`src/rtl/irq_cmd_pkg.sv`:
```
`timescale 1ns/1ps
package irq_cmd_pkg;

  localparam int LINE_W = 3;

  typedef enum logic [1:0] {
    STEP_RUN  = 2'd0,
    STEP_BASE = 2'd1,
    STEP_LINK = 2'd2,
    STEP_MODE = 2'd3
  } init_step_e;

  // Command codes carried in bits 7:5 of an address-0 command write
  typedef enum logic [2:0] {
    OP_ROT_CLR      = 3'd0,
    OP_EOI_HP       = 3'd1,
    OP_NOP          = 3'd2,
    OP_EOI_LINE     = 3'd3,
    OP_ROT_SET      = 3'd4,
    OP_EOI_HP_ROT   = 3'd5,
    OP_SET_PRIO     = 3'd6,
    OP_EOI_LINE_ROT = 3'd7
  } ocw_op_e;

  typedef struct packed {
    logic              start;    // begin initialization
    logic              ctl;      // control word: poll, read select, special mask
    logic              cmd;      // command word: EOI and rotation
    ocw_op_e           op;
    logic [LINE_W-1:0] line;
    logic              data_wr;  // address-1 write
  } cmd_t;

endpackage

```
`src/rtl/irq_cmd_decode.sv`:
```
`timescale 1ns/1ps
module irq_cmd_decode
  import irq_cmd_pkg::*;
(
  input  logic       wr_en,
  input  logic       addr,
  input  logic [7:0] wdata,
  output cmd_t       dec
);

  always_comb begin
    dec.start   = wr_en & ~addr & wdata[4];
    dec.ctl     = wr_en & ~addr & ~wdata[4] & wdata[3];
    dec.cmd     = wr_en & ~addr & ~wdata[4] & ~wdata[3];
    dec.op      = ocw_op_e'(wdata[7:5]);
    dec.line    = wdata[2:0];
    dec.data_wr = wr_en & addr;
  end

endmodule

```
`src/rtl/irq_cmd_prio.sv`:
```
`timescale 1ns/1ps
// Finds the highest-rank set bit of vec, where rank = (line - base) mod N.
module irq_cmd_prio #(
  parameter  int N = 8,
  localparam int W = $clog2(N)
) (
  input  logic [N-1:0] vec,
  input  logic [W-1:0] base,
  output logic         hit,
  output logic [W-1:0] rank,
  output logic [W-1:0] line
);

  logic [N-1:0] rot;

  generate
    for (genvar g = 0; g < N; g++) begin : g_rot
      logic [W-1:0] src;
      assign src    = W'(g) + base;
      assign rot[g] = vec[src];
    end
  endgenerate

  always_comb begin
    hit  = |rot;
    rank = '0;
    for (int i = N - 1; i >= 0; i--) begin
      if (rot[i]) rank = W'(i);
    end
    line = rank + base;
  end

endmodule

```
`src/rtl/irq_cmd_init_seq.sv`:
```
`timescale 1ns/1ps
module irq_cmd_init_seq
  import irq_cmd_pkg::*;
(
  input  logic clk,
  input  logic rst,
  input  logic start,
  input  logic start_single,
  input  logic start_need_mode,
  input  logic data_wr,
  output logic run_ld,
  output logic base_ld,
  output logic mode_ld
);

  init_step_e step_q;
  logic       single_q;
  logic       need_mode_q;

  always_ff @(posedge clk) begin
    if (rst) begin
      step_q      <= STEP_RUN;
      single_q    <= 1'b0;
      need_mode_q <= 1'b0;
    end else if (start) begin
      step_q      <= STEP_BASE;
      single_q    <= start_single;
      need_mode_q <= start_need_mode;
    end else if (data_wr) begin
      unique case (step_q)
        STEP_BASE: begin
          if (single_q) step_q <= need_mode_q ? STEP_MODE : STEP_RUN;
          else          step_q <= STEP_LINK;
        end
        STEP_LINK: step_q <= need_mode_q ? STEP_MODE : STEP_RUN;
        STEP_MODE: step_q <= STEP_RUN;
        default:   step_q <= STEP_RUN;
      endcase
    end
  end

  assign run_ld  = data_wr & (step_q == STEP_RUN);
  assign base_ld = data_wr & (step_q == STEP_BASE);
  assign mode_ld = data_wr & (step_q == STEP_MODE);

endmodule

```
`src/rtl/irq_cmd_trig.sv`:
```
`timescale 1ns/1ps
module irq_cmd_trig #(
  parameter int              DATA_W  = 8,
  parameter logic [DATA_W-1:0] WR_MASK = 8'hF8
) (
  input  logic              clk,
  input  logic              rst,
  input  logic              wr_en,
  input  logic [DATA_W-1:0] wdata,
  output logic [DATA_W-1:0] q
);

  always_ff @(posedge clk) begin
    if (rst)        q <= '0;
    else if (wr_en) q <= wdata & WR_MASK;
  end

endmodule

```
`src/rtl/irq_cmd_port.sv`:
```
`timescale 1ns/1ps
module irq_cmd_port
  import irq_cmd_pkg::*;
#(
  parameter  int                DATA_W       = 8,
  parameter  bit                IS_PRIMARY   = 1'b1,
  parameter  int                CASCADE_LINE = 2,
  parameter  logic [DATA_W-1:0] TM_WR_MASK   = 8'hF8,
  localparam int                LW           = $clog2(DATA_W),
  localparam int                VB_W         = DATA_W - LW
) (
  input  logic              clk,
  input  logic              rst,
  input  logic              wr_en,
  input  logic              rd_en,
  input  logic              addr,
  input  logic [DATA_W-1:0] wdata,
  output logic [DATA_W-1:0] rdata,
  input  logic              tm_wr_en,
  input  logic [DATA_W-1:0] tm_wdata,
  output logic [DATA_W-1:0] tm_rdata,
  input  logic [DATA_W-1:0] req_in,
  output logic              ack_valid,
  output logic [LW-1:0]     ack_line,
  output logic              init_clear,
  output logic [DATA_W-1:0] mask_o,
  output logic [DATA_W-1:0] isr_o,
  output logic [VB_W-1:0]   vec_base_o,
  output logic [LW-1:0]     prio_off_o,
  output logic              auto_eoi_o,
  output logic              sfnm_o,
  output logic              smm_o
);

  localparam logic [DATA_W-1:0] CASC_BIT = DATA_W'(1) << CASCADE_LINE;

  cmd_t              dec;
  logic              run_ld, base_ld, mode_ld;
  logic [DATA_W-1:0] mask_q, isr_q;
  logic [VB_W-1:0]   vbase_q;
  logic [LW-1:0]     off_q;
  logic              aeoi_q, rot_aeoi_q, sfnm_q, smm_q, poll_q, rsel_isr_q;

  irq_cmd_decode u_dec (
    .wr_en (wr_en),
    .addr  (addr),
    .wdata (wdata),
    .dec   (dec)
  );

  irq_cmd_init_seq u_seq (
    .clk             (clk),
    .rst             (rst),
    .start           (dec.start),
    .start_single    (wdata[1]),
    .start_need_mode (wdata[0]),
    .data_wr         (dec.data_wr),
    .run_ld          (run_ld),
    .base_ld         (base_ld),
    .mode_ld         (mode_ld)
  );

  irq_cmd_trig #(.DATA_W(DATA_W), .WR_MASK(TM_WR_MASK)) u_trig (
    .clk   (clk),
    .rst   (rst),
    .wr_en (tm_wr_en),
    .wdata (tm_wdata),
    .q     (tm_rdata)
  );

  // Priority resolution: pending requests, blocking in-service bits, EOI target
  logic [DATA_W-1:0] pend_vec, cur_vec;
  logic              pend_hit, cur_hit, eoi_hit;
  logic [LW-1:0]     pend_rank, cur_rank, eoi_rank;
  logic [LW-1:0]     pend_line, cur_line, eoi_line;
  logic              win_valid;

  always_comb begin
    pend_vec = req_in & ~mask_q;
    cur_vec  = isr_q;
    if (smm_q) cur_vec = cur_vec & ~mask_q;
    if (IS_PRIMARY && sfnm_q) cur_vec = cur_vec & ~CASC_BIT;
  end

  irq_cmd_prio #(.N(DATA_W)) u_pend (
    .vec (pend_vec), .base (off_q),
    .hit (pend_hit), .rank (pend_rank), .line (pend_line)
  );

  irq_cmd_prio #(.N(DATA_W)) u_cur (
    .vec (cur_vec), .base (off_q),
    .hit (cur_hit), .rank (cur_rank), .line (cur_line)
  );

  irq_cmd_prio #(.N(DATA_W)) u_eoi (
    .vec (isr_q), .base (off_q),
    .hit (eoi_hit), .rank (eoi_rank), .line (eoi_line)
  );

  assign win_valid = pend_hit & (~cur_hit | (pend_rank < cur_rank));

  logic poll_ack;
  assign poll_ack   = rd_en & ~wr_en & poll_q & win_valid;
  assign ack_valid  = poll_ack;
  assign ack_line   = pend_line;
  assign init_clear = dec.start;

  // Combinational read path
  always_comb begin
    if (poll_q) begin
      rdata = win_valid ? {1'b1, {(DATA_W-1-LW){1'b0}}, pend_line} : '0;
    end else if (addr) begin
      rdata = mask_q;
    end else begin
      rdata = rsel_isr_q ? isr_q : req_in;
    end
  end

  // Configuration and in-service state
  always_ff @(posedge clk) begin
    if (rst) begin
      mask_q     <= '0;
      isr_q      <= '0;
      vbase_q    <= '0;
      off_q      <= '0;
      aeoi_q     <= 1'b0;
      rot_aeoi_q <= 1'b0;
      sfnm_q     <= 1'b0;
      smm_q      <= 1'b0;
      poll_q     <= 1'b0;
      rsel_isr_q <= 1'b0;
    end else if (dec.start) begin
      mask_q     <= '0;
      isr_q      <= '0;
      off_q      <= '0;
      aeoi_q     <= 1'b0;
      rot_aeoi_q <= 1'b0;
      sfnm_q     <= 1'b0;
      smm_q      <= 1'b0;
      poll_q     <= 1'b0;
      rsel_isr_q <= 1'b0;
    end else if (dec.ctl) begin
      if (wdata[2]) poll_q     <= 1'b1;
      if (wdata[1]) rsel_isr_q <= wdata[0];
      if (wdata[6]) smm_q      <= wdata[5];
    end else if (dec.cmd) begin
      unique case (dec.op)
        OP_ROT_CLR, OP_ROT_SET: rot_aeoi_q <= wdata[7];
        OP_EOI_HP, OP_EOI_HP_ROT: begin
          if (eoi_hit) begin
            isr_q[eoi_line] <= 1'b0;
            if (dec.op == OP_EOI_HP_ROT) off_q <= eoi_line + 1'b1;
          end
        end
        OP_EOI_LINE: isr_q[dec.line] <= 1'b0;
        OP_SET_PRIO: off_q <= dec.line + 1'b1;
        OP_EOI_LINE_ROT: begin
          isr_q[dec.line] <= 1'b0;
          off_q           <= dec.line + 1'b1;
        end
        default: ;
      endcase
    end else if (dec.data_wr) begin
      if (run_ld)  mask_q  <= wdata;
      if (base_ld) vbase_q <= wdata[DATA_W-1:LW];
      if (mode_ld) begin
        sfnm_q <= wdata[4];
        aeoi_q <= wdata[1];
      end
    end else if (rd_en && poll_q) begin
      poll_q <= 1'b0;
      if (win_valid) begin
        if (aeoi_q) begin
          if (rot_aeoi_q) off_q <= pend_line + 1'b1;
        end else begin
          isr_q[pend_line] <= 1'b1;
        end
      end
    end
  end

  assign mask_o     = mask_q;
  assign isr_o      = isr_q;
  assign vec_base_o = vbase_q;
  assign prio_off_o = off_q;
  assign auto_eoi_o = aeoi_q;
  assign sfnm_o     = sfnm_q;
  assign smm_o      = smm_q;

endmodule

```
`config.mk`:
```
export PLATFORM = sky130hd
export DESIGN_NAME = irq_cmd_port
export DESIGN_NICKNAME = d
export VERILOG_FILES = /design/src/rtl/irq_cmd_pkg.sv /design/src/rtl/irq_cmd_decode.sv /design/src/rtl/irq_cmd_prio.sv /design/src/rtl/irq_cmd_init_seq.sv /design/src/rtl/irq_cmd_trig.sv /design/src/rtl/irq_cmd_port.sv
export SDC_FILE = /design/constraint.sdc
export NUM_CORES = 1
export LEC_CHECK = 0
export BUFFER_PORTS_ARGS = -buffer_cell sky130_fd_sc_hd__buf_2
export CAP_MARGIN = 5
export CORE_MARGIN = 2
export CORE_UTILIZATION = 50
export DETAILED_ROUTE_END_ITERATION = 10
export GPL_ROUTABILITY_DRIVEN = 1
export PLACE_DENSITY = 0.73
export SLEW_MARGIN = 20
export SYNTH_ARGS = -nofsm -noshare
export SYNTH_HDL_FRONTEND = slang
export SYNTH_SLANG_ARGS = --single-unit
```
`constraint.sdc`:
```
create_clock -name clk -period 8.3 [get_ports clk]
set_input_delay 0.83 -clock clk [delete_from_list [all_inputs] [get_ports clk]]
set_output_delay 0.83 -clock clk [all_outputs]
set_load 0.01 [all_outputs]
```
==> reports/results.md, run 1 <==
| Result | Value | Unit |
|:---|:---|:---|
| Outcome | finished clean | - |
| Cells resized by post-CTS repair | 0 | - |
| Post-detailed-route wirelength per cell | 18.5 | um |
| Initial DRC count | 303 | - |
| WL final | 11.9 | mm |
| Layout-stage area growth over the synthesis result | 9.42 | % |
| Clock skew after layout | 4.13 | ps |
| Start-to-end type of the worst setup path | reg -> out | - |
| Achievable clock frequency | 0.155 | GHz |
| Final Max Tran Viols | 0 | - |
| Number of max-capacitance violations reported | 0 | - |
| Unrepaired setup endpoints after global routing | false | - |
| Sum of overflow across all layers after global routing | 0 | - |
| DR pass1 iterations | 4 | - |
| GPL Wtd Cong | 0.927 | - |
| Number of top-level design ports | 78 | - |
| Core Footprint | 7810 | sq um |
| Hpwl dp | 8.94 | mm |
| Worst slew margin relative to its limit | 29.2 | % |
| Quantity of hold-fixing buffers added after cts | 0 | - |
| Startpoint Class | flip-flop | - |
| Maximum net fanout on the critical path | 18 | - |
| Arrival time at the worst endpoint | 5610 | ps |
| Clk Latency, worst-skew pair | 290 | ps |
| Share of flip-flops with an asynchronous set or reset after synthesis | 0 | % |
| Worst supply voltage drop on vdd | 0.0728 | mV |
| Count of antenna diodes in the layout | 0 | - |
| Worst Tran Pin Value | 1060 | ps |
| CP required | 7470 | ps |
| Overall Global Routing Usage | 27.0 | % |
| Via count of the first global-routing pass | 3857 | - |
| Element type at the critical path end | primary output | - |
| Overall die area | 8890 | sq um |
| Top FF cell, synth | sky130_fd_sc_hd__dfxtp_1 | - |
| Proportion of synthesized chip area in sequential cells | 19.2 | % |
| PortBufs | 71 | - |
| Final Core Density | 57.1 | % |
| Post-placement cell count | 635 | - |
| Class of the most critical hold timing path | reg -> reg | - |
| Share of layout cells above drive strength 1 | 22.9 | % |
| Most frequent cells in the layout | 71 x sky130_fd_sc_hd__buf_2, 57 x sky130_fd_sc_hd__nand2_1, 40 x sky130_fd_sc_hd__mux2i_1, 40 x sky130_fd_sc_hd__a21oi_1, 39 x sky130_fd_sc_hd__dfxtp_1 | - |
| Mapped Avg Cell Area | 8.24 | sq um |
| Maximum level of the CTS H-tree | 2 | - |
| Wire length of the first global-routing pass | 19.0 | mm |
| Num Clock Sinks | 39 | - |
| Post-route non-filler standard cell count | 643 | - |
| Largest net degree at the start of global routing | 25 | - |
| Crit share post-route | 77.6 | % |
| Pwr per Cell Area | 94.3 | nW/um^2 |
| Total Negative Setup Slacks | 0 | ps |
| DRC errors left | 0 | - |
| Setup fix buffers added after clock tree synthesis | 0 | - |
| TritonCTS buffer count | 5 | - |
| Yosys warning count | 0 | - |
| Initial standard-cell utilization of the core | 52.2 | % |
| Cell chosen for the clock root | sky130_fd_sc_hd__clkbuf_8 | - |
| Total power | 421 | uW |
| Initial antenna violation count | 0 | - |
| Min Tclk post-route | 6440 | ps |
| Final net count | 583 | - |
| Via/cell ratio | 6.40 | - |
| Final hold vios | 0 | - |
| CTS tree | yes | - |
| Netlist cell types | 76 | - |
| Seq cells post-synth | 39 | - |
| Floorplan row count | 32 | - |
| Leakage component of the power | 0.00177 | uW |
| Post-synth EDFFs | 0 | - |
| Synthesized netlist cell count | 495 | - |
| Number of setup violations in the final report | 0 | - |
| Die extent in x | 94.3 | um |
| Max clock buf depth | 2 | - |
| Via count | 4113 | - |
| Clock-pin slew on the worst setup and hold paths | 70 | ps |
| Post-synthesis instance area | 4080 | sq um |
| Post-DRT Antenna Nets | 0 | - |
| Worst hold slack after final layout | 463 | ps |
| Most frequent standard cell in the layout excluding fill and tap cells | sky130_fd_sc_hd__buf_2 | - |
| Chip Height | 94.3 | um |
synthesized netlist by cell type, drive strengths merged, types with 3 or more instances:
cell / instances / area [sq um]
nand2b: 13 / 81.3
inv: 17 / 66.3
xnor2: 5 / 51.3
buf: 17 / 128
nor3: 13 / 65.1
and2: 3 / 18.8
mux2: 8 / 90.1
o22ai: 9 / 56.3
a211oi: 8 / 65.1
xor2: 4 / 53.8
mux4: 23 / 518
o31ai: 4 / 43.8
and3: 7 / 43.8
nor4: 3 / 25.0
a41oi: 4 / 35.0
o21ai: 19 / 95.1
nand2: 57 / 214
nand3: 29 / 158
a221oi: 3 / 26.3
a21oi: 40 / 200
a21boi: 7 / 52.6
clkbuf: 20 / 75.1
o41ai: 3 / 26.3
nor2: 38 / 143
nor2b: 7 / 43.8
dfxtp: 39 / 781
o211ai: 3 / 22.5
mux2i: 41 / 414
ha: 11 / 138
cells by family after synthesis:
family          after synthesis  synth area share (%)
compound gates              124                  20.3
xor+xnor                      9                  2.58
fa+ha+maj                    13                  4.36
buf+inv                      55                  6.69
flops                        39                  19.2
mux                          72                  25.1
other cells                   1                0.0920
simple gates                182                  21.8
registers in the layout, indices dropped and copies added (netlist names):
name and cells:
vec_base_o 5, rot_aeoi_q 1, auto_eoi_o 1, u_seq.need_mode_q 1, isr_o 8, prio_off_o 3, poll_q 1, mask_o 8
smm_o 1, u_seq.step_q 2, sfnm_o 1, rsel_isr_q 1, u_trig.q 5, u_seq.single_q 1
through the flow:
stage               cell area (sq um)  setup slack [ps]
finish                           4460              1860
global route                     4460              1320
CTS                              4460              1850
detailed placement               4380              2170
global placement                 4380              2290
floorplan                        4080              3140
cell type report:
cell class                      instances  area [sq um]
Clock inverter                          1          5.00
Inverter                               18          70.1
Fill cell                             746          3350
Multi-Input combinational cell        403          3030
Timing Repair Buffer                   73           370
Tap cell                              102           128
Sequential cell                        39           781
Clock buffer                            7          76.3
worst max-delay path, cell delays in order, from the launching register on:
cell	delay, ps
sky130_fd_sc_hd__dfxtp_1	770
sky130_fd_sc_hd__inv_2	310
sky130_fd_sc_hd__ha_1	870
sky130_fd_sc_hd__inv_1	390
sky130_fd_sc_hd__mux4_2	540
sky130_fd_sc_hd__nor2b_1	190
sky130_fd_sc_hd__a211oi_1	230
sky130_fd_sc_hd__o21ai_0	140
sky130_fd_sc_hd__ha_1	320
sky130_fd_sc_hd__a221oi_1	300
sky130_fd_sc_hd__o211ai_1	180
sky130_fd_sc_hd__o31ai_4	450
sky130_fd_sc_hd__nand2_1	210
sky130_fd_sc_hd__nor3b_1	250
sky130_fd_sc_hd__buf_2	160
power by group:
part	internal (uW)	total (uW)	switching, uW
registers	192	197	5.31
logic	38.5	99.6	61.1
clock network	59.0	124	65.0
total	289	421	131
layer usage:
layer  routed length [um]  vias to the layer above  global-route usage [%]  part of all wire [%]
met4                  165                        0                    6.88                   1.4
met5                    0                        -                       0                     0
met1                 5210                     1986                    36.1                    44
met3                  775                       23                    3.77                   6.5
li1                     -                     1930                       -                     -
met2                 5720                      174                    45.8                    48
final timing paths:
kind	startpoint	to	slack [ps]	cells past startpoint
min	vec_base_o[1]$_SDFFE_PP0P_	vec_base_o[1]$_SDFFE_PP0P_	460	2
max reg2reg	prio_off_o[0]$_SDFFE_PP0P_	prio_off_o[2]$_SDFFE_PP0P_	2610	16
min reg2reg	vec_base_o[1]$_SDFFE_PP0P_	vec_base_o[1]$_SDFFE_PP0P_	460	2
max	prio_off_o[0]$_SDFFE_PP0P_	ack_valid	1860	14
Note: power is estimated with default switching activity, not from simulation.
==> inputs of run 2 (changes only) <==
--- a/config.mk
+++ b/config.mk
@@ -11,7 +11,7 @@
 export CORE_UTILIZATION = 50
 export DETAILED_ROUTE_END_ITERATION = 10
 export GPL_ROUTABILITY_DRIVEN = 1
-export PLACE_DENSITY = 0.73
+export PLACE_DENSITY = 0.76
 export SLEW_MARGIN = 20
 export SYNTH_ARGS = -nofsm -noshare
 export SYNTH_HDL_FRONTEND = slang
==> constraint.sdc (replaced) <==
create_clock -name clk -period 5.65 [get_ports clk]
set_input_delay 0.565 -clock clk [delete_from_list [all_inputs] [get_ports clk]]
set_output_delay 0.565 -clock clk [all_outputs]
set_load 0.01 [all_outputs]
==> run 2 against run 1 <==
Effect of this change:
- combinational power increased by 50%
- wire length increased by 0.76%
- first-iteration DRC count up 17%
- register-to-register slack worse by 1900 ps
- critical path type unchanged
- critical endpoint unchanged
- largest power group unchanged
==> reports/results.md, run 2 (synthesis results as in run 1) <==
| Result | Value | Unit |
|:---|:---|:---|
| Core Footprint | 7810 | sq um |
| Clk Latency, worst-skew pair | 280 | ps |
| DR pass1 iterations | 5 | - |
| Family with the most delay on the worst path | simple AND/OR/NAND/NOR gates | - |
| CP required | 5090 | ps |
| PortBufs | 71 | - |
| Switching part of the total | 29.2 | % |
| Arrival time at the worst endpoint | 4700 | ps |
| Power dissipated by switching net loads | 199 | uW |
| Critical Path Start | prio_off_o[1]$_SDFFE_PP0P_ | - |
| Startpoint Class | flip-flop | - |
| Floorplan row count | 32 | - |
| Final instance area | 4560 | sq um |
| Start-to-end type of the worst setup path | reg -> out | - |
| Initial antenna violation count | 0 | - |
| Most frequent standard cell in the layout excluding fill and tap cells | sky130_fd_sc_hd__buf_2 | - |
| Crit share post-route | 93.3 | % |
| Largest net degree at the start of global routing | 36 | - |
| Layout-stage area growth over the synthesis result | 11.9 | % |
| Placed inst area | 4440 | sq um |
| Worst Tran Pin Value | 789 | ps |
| Most frequent cells in the layout | 71 x sky130_fd_sc_hd__buf_2, 57 x sky130_fd_sc_hd__nand2_1, 40 x sky130_fd_sc_hd__mux2i_1, 40 x sky130_fd_sc_hd__a21oi_1, 39 x sky130_fd_sc_hd__dfxtp_1 | - |
| Final Max Tran Viols | 0 | - |
| Num Clock Sinks | 39 | - |
| Unrepaired setup endpoints after global routing | false | - |
| Crit Reg-Reg Startpoint | prio_off_o[0]$_SDFFE_PP0P_ | - |
| Class of the most critical hold timing path | reg -> reg | - |
| Worst slew margin relative to its limit | 47.2 | % |
| Sum of overflow across all layers after global routing | 0 | - |
| Number of top-level design ports | 78 | - |
| Number of setup violations in the final report | 0 | - |
| Quantity of hold-fixing buffers added after cts | 0 | - |
| Post-detailed-route wirelength per cell | 18.4 | um |
| PnR worst setup slack | 381 | ps |
| Hpwl dp | 9.11 | mm |
| Count of antenna diodes in the layout | 0 | - |
| Overall Global Routing Usage | 27.1 | % |
| Post-placement worst setup slack | 750 | ps |
| Element type at the critical path end | primary output | - |
| Wire length of the first global-routing pass | 19.0 | mm |
| Total power | 683 | uW |
| Internal cell power | 484 | uW |
| Via count | 4135 | - |
| Proportion of power drawn by flip-flops and latches | 42.3 | % |
| Relative contribution of the clock network to total power | 35.9 | % |
| Maximum net fanout on the critical path | 19 | - |
| DRC errors left | 0 | - |
| Via count of the first global-routing pass | 3864 | - |
| GPL Wtd Cong | 0.964 | - |
| Initial DRC count | 355 | - |
| Die extent in x | 94.3 | um |
| Setup fix buffers added after clock tree synthesis | 0 | - |
| Final hold vios | 0 | - |
| Total Negative Setup Slacks | 0 | ps |
| CTS tree | yes | - |
| Initial standard-cell utilization of the core | 52.2 | % |
| Pwr per Cell Area | 150 | nW/um^2 |
| Cell-by-cell listing of the critical path | buf_4 > ha_1 > buf_4 > xor2_1 > buf_4 > mux4_2 > nor4_2 > and2b_4 > ha_1 > a221oi_1 > o211ai_1 > o31ai_4 > nand2_1 > nor3b_1 > buf_2 | - |
| Leakage component of the power | 0.00183 | uW |
| Share of layout cells above drive strength 1 | 24.6 | % |
| Max clock buf depth | 2 | - |
| Chip Height | 94.3 | um |
| Maximum level of the CTS H-tree | 2 | - |
| Total area of sequential cells | 781 | sq um |
| Clock skew after layout | 10.3 | ps |
| Worst hold slack after final layout | 453 | ps |
| Clock-pin slew on the worst setup and hold paths | 80 | ps |
| Min Tclk post-route | 5270 | ps |
| Overall die area | 8890 | sq um |
| Via/cell ratio | 6.35 | - |
| Worst supply voltage drop on vdd | 0.156 | mV |
| Number of max-capacitance violations reported | 0 | - |
| Share of power burned in combinational logic | 21.8 | % |
| WL final | 12.0 | mm |
| Delay of the slowest cell on the worst path | 540 | ps |
| TritonCTS buffer count | 5 | - |
| Outcome | finished clean | - |
| Cell chosen for the clock root | sky130_fd_sc_hd__clkbuf_8 | - |
| Multi-input combinational cell area | 3030 | sq um |
| CP max stage cell | sky130_fd_sc_hd__mux4_2 | - |
| Hold Path Origin | vec_base_o[3]$_SDFFE_PP0P_ | - |
| Achievable clock frequency | 0.190 | GHz |
| Number of fill cells | 693 | - |
| Final net count | 591 | - |
| Post-DRT Antenna Nets | 0 | - |
| Most frequent cell on the critical path | sky130_fd_sc_hd__buf_4 | - |
| Worst path buffer plus inverter count | 4 | - |
## run 2: cell types whose count changed in the layout (fill, tap and decap cells not counted)
cell,delta
sky130_fd_sc_hd__clkbuf_8,+1
sky130_fd_sc_hd__ha_1,-1
sky130_fd_sc_hd__inv_6,+1
sky130_fd_sc_hd__clkbuf_1,-2
sky130_fd_sc_hd__bufinv_16,+1
sky130_fd_sc_hd__ha_2,+1
sky130_fd_sc_hd__buf_4,+8
sky130_fd_sc_hd__clkinv_2,-1
## run 2: final cells by class
class | instances | share of cell area (%)
multi-input cells | 403 | 66.5
flip-flops and latches | 39 | 17.1
repair buffers | 81 | 9.43
well taps | 102 | 2.80
clock buffers | 6 | 1.81
inverters | 18 | 1.54
clock inverters | 2 | 0.850
## run 2: worst reg2reg max path: stages, from the launching register on
cell,delay (ps)
sky130_fd_sc_hd__dfxtp_1,370
sky130_fd_sc_hd__buf_4,420
sky130_fd_sc_hd__mux4_2,580
sky130_fd_sc_hd__mux2i_1,230
sky130_fd_sc_hd__nor2b_1,190
sky130_fd_sc_hd__o21ai_0,90
sky130_fd_sc_hd__o211ai_1,110
sky130_fd_sc_hd__nand2_1,70
sky130_fd_sc_hd__a221oi_1,370
sky130_fd_sc_hd__ha_1,240
sky130_fd_sc_hd__fa_1,510
sky130_fd_sc_hd__mux2i_1,200
sky130_fd_sc_hd__a21oi_1,100
sky130_fd_sc_hd__ha_1,290
sky130_fd_sc_hd__or4_1,530
sky130_fd_sc_hd__mux2_1,300
sky130_fd_sc_hd__o2111ai_1,100
sky130_fd_sc_hd__mux2i_1,90
## run 2: what timing repair did
item                       CTS  global route
setup endpoints to repair    0             1
hold endpoints to repair     0             0
gates resized for setup      0             1
## run 2: metrics by stage
step                util (%)  std cells
finish                  58.4        651
global route            58.4        651
CTS                     58.4        651
detailed placement      56.9        643
global placement        56.9        643
floorplan                  -        497
## run 2: metal layers
metal | global-route usage (%) | vias up | wire length, um
li1 | - | 1943 | -
met1 | 35.9 | 1937 | 4940
met2 | 44.8 | 227 | 5700
met3 | 5.14 | 28 | 1080
met4 | 7.97 | 0 | 247
met5 | 0 | - | 0
## run 2: power groups by stage
stage | logic [uW] | clock network (uW) | registers [uW]
after floorplan | 99.2 | 0 | 295
after global placement | 141 | 0 | 295
after detailed placement | 145 | 0 | 295
after CTS | 146 | 250 | 288
after global routing | 162 | 260 | 290
final | 149 | 245 | 289
## run 2: final timing paths
| path | slack, ps | cells past startpoint | to |
|---|---|---|---|
| max | 380 | 15 | ack_valid |
| min | 450 | 2 | vec_base_o[3]$_SDFFE_PP0P_ |
| max reg2reg | 750 | 17 | prio_off_o[2]$_SDFFE_PP0P_ |
| min reg2reg | 450 | 2 | vec_base_o[3]$_SDFFE_PP0P_ |
==> inputs of run 3 (changes only) <==
--- a/config.mk
+++ b/config.mk
@@ -7,11 +7,13 @@
 export LEC_CHECK = 0
 export BUFFER_PORTS_ARGS = -buffer_cell sky130_fd_sc_hd__buf_2
 export CAP_MARGIN = 5
+export CELL_PAD_IN_SITES_DETAIL_PLACEMENT = 2
+export CELL_PAD_IN_SITES_GLOBAL_PLACEMENT = 2
 export CORE_MARGIN = 2
-export CORE_UTILIZATION = 50
+export CORE_UTILIZATION = 30
 export DETAILED_ROUTE_END_ITERATION = 10
 export GPL_ROUTABILITY_DRIVEN = 1
-export PLACE_DENSITY = 0.76
+export PLACE_DENSITY_LB_ADDON = 0.1
 export SLEW_MARGIN = 20
 export SYNTH_ARGS = -nofsm -noshare
 export SYNTH_HDL_FRONTEND = slang
==> run 3 against run 2 <==
Effect of this change:
- worst setup slack gained 44 ps
- flip-flop and latch count is the same
- count of clock-buffer cells in the layout is the same
- via count grew 1.5%
- first-iteration DRC count shrank 48%
- sequential share of layout area shrank 0.58 points
- clock power grew 25%
- global-route usage shrank 4.8 points
- worst hold slack gained 15 ps
- register-to-register slack gained 150 ps
- sequential power is essentially flat
- critical path type unchanged
- non-clock buffer count grew 5
- largest power group is now the clock network
==> reports/results.md, run 3 (synthesis results as in run 1) <==
| Result | Value | Unit |
|:---|:---|:---|
| Outcome | finished clean | - |
| DR pass1 iterations | 4 | - |
| Startpoint Class | flip-flop | - |
| Wire length of the first global-routing pass | 25.4 | mm |
| PnR worst setup slack | 425 | ps |
| Min Tclk post-route | 5230 | ps |
| Cells resized by post-CTS repair | 0 | - |
| DRC errors left | 0 | - |
| Via/cell ratio | 5.75 | - |
| Count of antenna diodes in the layout | 0 | - |
| GPL Wtd Cong | 0.809 | - |
| Number of setup violations in the final report | 0 | - |
| Largest net degree at the start of global routing | 22 | - |
| Clock skew after layout | 9.34 | ps |
| Via count | 4198 | - |
| Post-detailed-route wirelength per cell | 21.8 | um |
| Most frequent cells in the layout | 71 x sky130_fd_sc_hd__buf_2, 57 x sky130_fd_sc_hd__nand2_1, 40 x sky130_fd_sc_hd__mux2i_1, 40 x sky130_fd_sc_hd__a21oi_1, 39 x sky130_fd_sc_hd__dfxtp_1 | - |
| Overall die area | 14500 | sq um |
| Initial standard-cell utilization of the core | 30.8 | % |
| Unrepaired setup endpoints after global routing | false | - |
| Floorplan row count | 42 | - |
| Worst Tran Pin Value | 863 | ps |
| Post-route non-filler standard cell count | 730 | - |
| Final hold vios | 0 | - |
| Number of fill cells | 1572 | - |
| Number of max-capacitance violations reported | 0 | - |
| Layout-stage area growth over the synthesis result | 15.9 | % |
| Achievable clock frequency | 0.191 | GHz |
| Most frequent standard cell in the layout excluding fill and tap cells | sky130_fd_sc_hd__buf_2 | - |
| Pwr per Cell Area | 159 | nW/um^2 |
| Crit share post-route | 92.5 | % |
| WL final | 15.9 | mm |
| Clk Latency, worst-skew pair | 300 | ps |
| Maximum net fanout on the critical path | 12 | - |
| Start-to-end type of the worst setup path | reg -> out | - |
| Setup fix buffers added after clock tree synthesis | 0 | - |
| Quantity of hold-fixing buffers added after cts | 0 | - |
| Max clock buf depth | 2 | - |
| Die extent in x | 121 | um |
| Num Clock Sinks | 39 | - |
| Post-placement cell count | 722 | - |
| Hpwl dp | 12.4 | mm |
| Leakage component of the power | 0.00186 | uW |
| Clock-pin slew on the worst setup and hold paths | 70 | ps |
| Class of the most critical hold timing path | reg -> reg | - |
| Worst supply voltage drop on vdd | 0.118 | mV |
| CP required | 5090 | ps |
| Maximum level of the CTS H-tree | 2 | - |
| Worst slew margin relative to its limit | 42.3 | % |
| Total Negative Setup Slacks | 0 | ps |
| Arrival time at the worst endpoint | 4660 | ps |
| Final Max Tran Viols | 0 | - |
| Overall Global Routing Usage | 22.3 | % |
| Element type at the critical path end | primary output | - |
| TritonCTS buffer count | 5 | - |
| Initial antenna violation count | 0 | - |
| Sum of overflow across all layers after global routing | 0 | - |
| Cell chosen for the clock root | sky130_fd_sc_hd__clkbuf_16 | - |
| Initial DRC count | 186 | - |
| Number of top-level design ports | 78 | - |
| Final net count | 596 | - |
| Chip Height | 121 | um |
| Post-placement worst setup slack | 769 | ps |
| Via count of the first global-routing pass | 4531 | - |
| Share of layout cells above drive strength 1 | 25.1 | % |
| CTS tree | yes | - |
| Core Footprint | 13200 | sq um |
| Worst hold slack after final layout | 468 | ps |
| Post-DRT Antenna Nets | 0 | - |
| PortBufs | 71 | - |
run 3: layout make-up:
| type | count | area, sq um | area share, % |
|---|---|---|---|
| multi-input cells | 403 | 3030 | 64.1 |
| repair buffers | 86 | 468 | 9.90 |
| well taps | 176 | 220 | 4.66 |
| inverters | 18 | 70.1 | 1.48 |
| flip-flops and latches | 39 | 781 | 16.5 |
| clock inverters | 2 | 16.3 | 0.344 |
| clock buffers | 6 | 139 | 2.94 |
run 3: critical path, cell delays in order (launching register included):
cell and delay [ps]:
sky130_fd_sc_hd__dfxtp_1 330, sky130_fd_sc_hd__inv_2 260, sky130_fd_sc_hd__ha_1 440, sky130_fd_sc_hd__xor2_1 280, sky130_fd_sc_hd__mux4_2 580, sky130_fd_sc_hd__nor4_1 450
sky130_fd_sc_hd__and2b_4 290, sky130_fd_sc_hd__ha_1 290, sky130_fd_sc_hd__a221oi_1 320, sky130_fd_sc_hd__o211ai_1 190, sky130_fd_sc_hd__o31ai_4 280, sky130_fd_sc_hd__buf_4 210
sky130_fd_sc_hd__nand3_4 100, sky130_fd_sc_hd__o21ai_0 150, sky130_fd_sc_hd__buf_2 190
run 3: final timing paths:
check                           slack, ps                       start                         end  cells after the start
worst max-delay path                  420  prio_off_o[0]$_SDFFE_PP0P_                    rdata[0]                     14
worst min-delay path                  470  vec_base_o[3]$_SDFFE_PP0P_  vec_base_o[3]$_SDFFE_PP0P_                      2
worst max register to register        900  prio_off_o[1]$_SDFFE_PP0P_  prio_off_o[2]$_SDFFE_PP0P_                     17
worst min register to register        470  vec_base_o[3]$_SDFFE_PP0P_  vec_base_o[3]$_SDFFE_PP0P_                      2
run 3: where the power goes:
group          internal [uW]  switching [uW]
sequential               282            7.34
clock                    177             130
combinational           58.7            98.9
total                    517             236
run 3: metrics by stage:
step	util (%)	total power, uW	cell area (sq um)
5_1_grt	35.7	791	4720
4_1_cts	35.7	763	4720
3_5_place_dp	34.5	453	4570
6_report	35.7	753	4720
3_3_place_gp	34.5	449	4570
2_1_floorplan	-	394	4080
run 3: metal layers:
layer | wire length [um] | GRT usage, % | vias to the layer above
met5 | 0 | 0 | -
met2 | 7720 | 37.9 | 106
met4 | 320 | 5.74 | 0
met1 | 7170 | 29.7 | 2111
li1 | - | - | 1952
met3 | 691 | 3.21 | 29
